$ cat src/rtl/ccd_seq_pkg.sv
package ccd_seq_pkg;

    typedef enum logic [2:0] {
        S_IDLE,
        S_INTEG,
        S_CLOSE,
        S_VSHIFT,
        S_HSHIFT,
        S_SAMPLE,
        S_DONE
    } seq_state_t;

    // bit 0 = electrode 1, bit 1 = electrode 2, bit 2 = electrode 3
    localparam logic [2:0] PH_REST = 3'b010;
    localparam int unsigned STEPS_PER_MOVE = 6;

    function automatic logic [2:0] step_pattern(input logic [2:0] idx);
        logic [2:0] p;
        unique case (idx)
            3'd0:    p = 3'b110;
            3'd1:    p = 3'b100;
            3'd2:    p = 3'b101;
            3'd3:    p = 3'b001;
            3'd4:    p = 3'b011;
            default: p = 3'b010;
        endcase
        return p;
    endfunction

endpackage

$ cat src/rtl/ccd_down_counter.sv
module ccd_down_counter #(
    parameter int W = 11
) (
    input  logic         clk,
    input  logic         rst_n,
    input  logic         load,
    input  logic [W-1:0] load_val,
    input  logic         dec,
    output logic         is_zero
);
    logic [W-1:0] cnt_q;

    always_ff @(posedge clk or negedge rst_n) begin
        if (!rst_n) begin
            cnt_q <= '0;
        end else if (load) begin
            cnt_q <= load_val;
        end else if (dec && cnt_q != '0) begin
            cnt_q <= cnt_q - 1'b1;
        end
    end

    assign is_zero = (cnt_q == '0);
endmodule

$ cat src/rtl/ccd_phase_stepper.sv
module ccd_phase_stepper
    import ccd_seq_pkg::*;
#(
    parameter int DWELL = 2
) (
    input  logic       clk,
    input  logic       rst_n,
    input  logic       go,
    output logic [2:0] phase,
    output logic       done
);
    localparam int DW = (DWELL > 1) ? $clog2(DWELL) : 1;
    localparam logic [DW-1:0] DWELL_LAST = DW'(DWELL - 1);
    localparam logic [2:0]    LAST_STEP  = 3'(STEPS_PER_MOVE - 1);

    logic          active_q;
    logic [2:0]    step_q;
    logic [DW-1:0] dwell_q;

    always_ff @(posedge clk or negedge rst_n) begin
        if (!rst_n) begin
            active_q <= 1'b0;
            step_q   <= '0;
            dwell_q  <= '0;
        end else if (go) begin
            active_q <= 1'b1;
            step_q   <= '0;
            dwell_q  <= '0;
        end else if (active_q) begin
            if (dwell_q == DWELL_LAST) begin
                dwell_q <= '0;
                if (step_q == LAST_STEP) begin
                    active_q <= 1'b0;
                end else begin
                    step_q <= step_q + 1'b1;
                end
            end else begin
                dwell_q <= dwell_q + 1'b1;
            end
        end
    end

    assign phase = active_q ? step_pattern(step_q) : PH_REST;
    assign done  = active_q && (step_q == LAST_STEP) && (dwell_q == DWELL_LAST);
endmodule

$ cat src/rtl/ccd_clock_seq.sv
module ccd_clock_seq
    import ccd_seq_pkg::*;
#(
    parameter int ROW_W = 11,
    parameter int COL_W = 11,
    parameter int INT_W = 16,
    parameter int DWELL = 2
) (
    input  logic             clk,
    input  logic             rst_n,
    input  logic             start,
    input  logic [INT_W-1:0] int_len,
    input  logic [ROW_W-1:0] row_count,
    input  logic [COL_W-1:0] col_count,
    output logic [2:0]       v_phase,
    output logic [2:0]       h_phase,
    output logic             shutter,
    output logic             sample,
    output logic             busy,
    output logic             frame_done
);
    seq_state_t state_q, state_d;

    logic load_all, int_dec, row_dec, col_dec, v_go, h_go;
    logic int_zero, row_zero, col_zero, v_done, h_done;
    logic [COL_W-1:0] cols_q;
    logic [INT_W-1:0] int_load;
    logic [ROW_W-1:0] row_load;
    logic [COL_W-1:0] col_load;

    // counts hold "remaining minus one"; zero requests act as one
    assign int_load = (int_len   == '0) ? '0 : int_len   - 1'b1;
    assign row_load = (row_count == '0) ? '0 : row_count - 1'b1;
    assign col_load = (cols_q    == '0) ? '0 : cols_q    - 1'b1;

    always_ff @(posedge clk or negedge rst_n) begin
        if (!rst_n) begin
            state_q <= S_IDLE;
            cols_q  <= '0;
        end else begin
            state_q <= state_d;
            if (load_all) cols_q <= col_count;
        end
    end

    always_comb begin
        state_d  = state_q;
        load_all = 1'b0;
        int_dec  = 1'b0;
        row_dec  = 1'b0;
        col_dec  = 1'b0;
        v_go     = 1'b0;
        h_go     = 1'b0;
        unique case (state_q)
            S_IDLE: if (start) begin
                load_all = 1'b1;
                state_d  = S_INTEG;
            end
            S_INTEG: if (int_zero) state_d = S_CLOSE;
                     else          int_dec = 1'b1;
            S_CLOSE: begin
                v_go    = 1'b1;
                state_d = S_VSHIFT;
            end
            S_VSHIFT: if (v_done) begin
                h_go    = 1'b1;
                state_d = S_HSHIFT;
            end
            S_HSHIFT: if (h_done) state_d = S_SAMPLE;
            S_SAMPLE: begin
                if (!col_zero) begin
                    col_dec = 1'b1;
                    h_go    = 1'b1;
                    state_d = S_HSHIFT;
                end else if (!row_zero) begin
                    row_dec = 1'b1;
                    v_go    = 1'b1;
                    state_d = S_VSHIFT;
                end else begin
                    state_d = S_DONE;
                end
            end
            S_DONE:  state_d = S_IDLE;
            default: state_d = S_IDLE;
        endcase
    end

    always_comb begin
        shutter    = (state_q == S_INTEG);
        sample     = (state_q == S_SAMPLE);
        frame_done = (state_q == S_DONE);
        busy       = (state_q != S_IDLE);
    end

    ccd_down_counter #(.W(INT_W)) u_int_cnt (
        .clk(clk), .rst_n(rst_n), .load(load_all), .load_val(int_load),
        .dec(int_dec), .is_zero(int_zero)
    );

    ccd_down_counter #(.W(ROW_W)) u_row_cnt (
        .clk(clk), .rst_n(rst_n), .load(load_all), .load_val(row_load),
        .dec(row_dec), .is_zero(row_zero)
    );

    ccd_down_counter #(.W(COL_W)) u_col_cnt (
        .clk(clk), .rst_n(rst_n), .load(v_go), .load_val(col_load),
        .dec(col_dec), .is_zero(col_zero)
    );

    ccd_phase_stepper #(.DWELL(DWELL)) u_v_step (
        .clk(clk), .rst_n(rst_n), .go(v_go), .phase(v_phase), .done(v_done)
    );

    ccd_phase_stepper #(.DWELL(DWELL)) u_h_step (
        .clk(clk), .rst_n(rst_n), .go(h_go), .phase(h_phase), .done(h_done)
    );
endmodule

$ cat config.mk
export PLATFORM = sky130hd
export DESIGN_NAME = ccd_clock_seq
export DESIGN_NICKNAME = d
export VERILOG_FILES = /design/src/rtl/ccd_seq_pkg.sv /design/src/rtl/ccd_down_counter.sv /design/src/rtl/ccd_phase_stepper.sv /design/src/rtl/ccd_clock_seq.sv
export SDC_FILE = /design/constraint.sdc
export NUM_CORES = 1
export LEC_CHECK = 0
export BUFFER_PORTS_ARGS = -buffer_cell sky130_fd_sc_hd__buf_2
export CAP_MARGIN = 20
export CORE_ASPECT_RATIO = 1.4
export CORE_MARGIN = 5
export CORE_UTILIZATION = 44
export CTS_CLUSTER_DIAMETER = 40
export DETAILED_ROUTE_END_ITERATION = 10
export HOLD_SLACK_MARGIN = 0.08
export PLACE_DENSITY = 0.72
export SETUP_SLACK_MARGIN = 0.2
export SLEW_MARGIN = 20
export SYNTH_ARGS = -nofsm -noshare
export SYNTH_HDL_FRONTEND = slang
export SYNTH_HIERARCHICAL = 1
export SYNTH_SLANG_ARGS = --single-unit
$ cat constraint.sdc
create_clock -name clk -period 3.1 [get_ports clk]
set_clock_uncertainty 0.1 [all_clocks]
set_input_delay 0.62 -clock clk [delete_from_list [all_inputs] [get_ports clk]]
set_output_delay 0.62 -clock clk [all_outputs]
set_load 0.1 [all_outputs]
==> impl_results.md <==
* Cell with the most instances after synthesis: nor2_1
* Largest fanout on the critical path at 5
* WL final at between 10 and 15 mm
* DIE HEIGHT at approximately 130 um
* Core area at 0.0104 mm2
* Post-synth top flop: dfrtp_1
* Synth top area share at 0.332
* Count of different cell masters after synthesis at 64
* N_diodes at 0
* Via count at 4,221
* Die X at ~97 um
* Clk slew on worst S/H paths at about 0.050 ns
* Synthesized flop and latch total at 62
* Cells along the critical path: inv_1 > ha_1 > nor4b_2 > nand4_1 > inv_1 > nor3_2 > buf_4 > or4b_1 > o31a_1 > a21oi_1 > o21ai_1
* Yosys warnings at 6
* EDFF count, synth at 0
* Num ports at 51
* F_max at ~360 MHz
* Drt wl/cell at ~15 um
* Share of layout cells above drive strength 1 at 0.211
* Reg area at 0.00155 mm2
* Multi-input combinational cell area at between 0.003 and 0.004 mm2
* Clk buf depth at 2
* Total gr overflow at 0
* Pre-CTS setup slack at around 0.11 ns
* Finished Layout Cells at 748
* Setup repair after global routing missed its margin: yes
* Syn avg cell area at roughly 8.6 um2
* Initial core utilization at 0.449
* H-tree depth at 3
* Die area at ~0.013 mm2
* Fill cells at around 940
* Reg2reg setup slack at around 0.31 ns
* Placed instance area at just over 0.005 mm2
* Vias in the first global route at ~4,300
* CP Capture Type: flop
* Status: completed
* DRC at 0
* Initial drt markers at 148
* Worst R2R Start: u_int_cnt/cnt_q[0]$_DFFE_PN0P_
* CP peak stage delay at approximately 0.53 ns
* Max-Cap Viols at 0
* Clock buffer count from CTS at 9
* Tmin final at around 2.8 ns
* Arrival @ worst endpoint at around 2.9 ns
* Buffers on Ports at 50
* Dominant cell type by count on the critical path: inv_1
* Area Growth Syn to Fin at 18.3%
* Leakage at roughly 2.3 nW
* Asr flop ratio synth at 1.00
* CP startpoint: u_int_cnt/cnt_q[0]$_DFFE_PN0P_
* Register area share after synthesis at 0.332
* Pins Over Slew Limit at 0
* Syn Inst Count at 542
* Cell Area, Synth at between 0.004 and 0.005 mm2
* CP Class: flop to flop
* Worst reg2reg path depth at 11
* Final Cycle Share at 0.900
* End of the worst register-to-register path: u_int_cnt/cnt_q[5]$_DFFE_PN0P_
* HPWL after DPL at 8.20 mm
* Worst Tran Pin Value at 0.663 ns
* Site Rows at 44
* Antenna-violating nets left at 0
* Placed insts at between 700 and 800
* CTS tree: done
* CP max-delay cell: or4b_1
* Antenna violations before repair at 0
* Worst path required time at around 3.2 ns
* Fin area at approximately 0.0055 mm2
* Final worst-path setup slack at about 0.31 ns
* Hold crit path type: primary input to asynchronous set/reset pin
* Setup TNS at 0 ns
* Slew HR at 0.556
* Synth top cells by count: nor2_1 (70), dfrtp_1 (62), nand2_1 (52), inv_1 (27), nor3_1 (27)
* Pwr dens at approximately 450 mW/mm2
* CP startpoint kind: flop
* Hold buffer count at cts at 0
* Via density per instance at around 5.6
* Final setup vio count at 0
* Syn nets at approximately 600
* IR drop worst, VDD at around 0.33 mV
* # clock sinks at between 60 and 70
* Post-synth top area cell: dfrtp_1
* CTS root buffer: clkbuf_16
* Synth area leaders: dfrtp_1 (33%), nor2_1 (5.6%), ha_1 (4.3%), nand2_1 (4.2%), mux2_2 (3.9%)
* Largest net degree at the start of global routing at 50
* GRT Total Usage at 0.173
* First-pass GRT wire length at roughly 19 mm
* DR pass1 iterations at 4
* WHS at approximately 0.15 ns
* Layout Nets at 662
* Placer Congestion at 0.950
* Hold violation count in the final report at 0
* Worst-Skew Late Latency at 0.34 ns
-- what timing repair did --
action	CTS	global route
gates resized for setup	2	6
pin swaps	0	1
setup endpoints to repair	3	22
setup buffers	1	1
-- stage by stage --
step | total power [mW] | utilization
finish | 2.50 | 0.531
global route | 2.63 | 0.531
CTS | 2.50 | 0.528
detailed placement | 1.41 | 0.495
global placement | 1.38 | 0.495
floorplan | 1.26 | -
-- logic make-up after synthesis --
logic type / count (synthesis) / synth area share
AO/OA/AOI/OAI: 108 / 0.159
XOR/XNOR: 28 / 0.0525
adder cells (fa/ha/maj): 16 / 0.0428
buffers and inverters: 40 / 0.0359
flip-flops: 62 / 0.332
multiplexers: 26 / 0.0610
AND/OR/NAND/NOR: 262 / 0.317
-- worst max path at each step --
stage,to,slack (ns),cells after the start
floorplan,u_int_cnt/cnt_q[12]$_DFFE_PN0P_,0.28,9
global placement,u_int_cnt/cnt_q[11]$_DFFE_PN0P_,0.34,10
detailed placement,u_int_cnt/cnt_q[11]$_DFFE_PN0P_,0.11,10
CTS,u_row_cnt/cnt_q[8]$_DFFE_PN0P_,0.22,8
global route,u_int_cnt/cnt_q[9]$_DFFE_PN0P_,0.14,11
finish,u_int_cnt/cnt_q[5]$_DFFE_PN0P_,0.31,11
-- critical path: cells and delay by family, from the launching register on --
| kind | cells | cell delay (ns) |
|---|---|---|
| AND/OR/NAND/NOR | 4 | 1.08 |
| AO/OA/AOI/OAI | 3 | 0.46 |
| flip-flops | 1 | 0.42 |
| buffers and inverters | 3 | 0.37 |
| adder cells (fa/ha/maj) | 1 | 0.24 |
-- cell type report --
type,count,area share
multi-input cells,440,0.543
flip-flops and latches,62,0.281
repair buffers,65,0.0679
clock buffers,10,0.0432
inverters,27,0.0183
clock inverters,6,0.0154
well taps,138,0.0312
-- registers in the layout, summed over array words and instances (netlist names) --
signal             cells
u_col_cnt/cnt_q       11
state_q                3
u_h_step/dwell_q       1
u_v_step/dwell_q       1
u_int_cnt/cnt_q       16
u_h_step/step_q        3
u_row_cnt/cnt_q       11
cols_q                11
u_v_step/active_q      1
u_v_step/step_q        3
u_h_step/active_q      1
-- per-layer routing --
layer / track usage / wire length, um
met3: 0.0360 / 514
met5: 0 / 0
met1: 0.202 / 4530
met4: 0.0710 / 234
met2: 0.308 / 5640
-- power by group --
| part | total (mW) | internal (mW) | switching, mW |
|---|---|---|---|
| sequential | 1.03 | 0.892 | 0.136 |
| clock | 1.08 | 0.721 | 0.356 |
| combinational | 0.392 | 0.184 | 0.207 |
| total | 2.50 | 1.80 | 0.699 |
-- cell usage in the layout (no fill, tap or decap), types with 5 or more instances in the layout --
cell	instances
nor2_1	70
dfrtp_1	62
nand2_1	52
buf_2	50
inv_1	27
nor3_1	25
o21ai_0	24
a21oi_1	22
nand2b_1	18
xnor2_1	18
mux2_2	16
ha_1	16
or3_1	15
buf_4	14
xor2_1	10
nand3_1	10
a31oi_1	10
o21ai_1	10
or4_1	9
clkbuf_16	9
nor4_1	7
a21o_1	6
mux2i_1	6
nor2b_1	5
nor3_2	5
nand4_1	5
a2111oi_2	5
(Power assumes the default switching activity.)
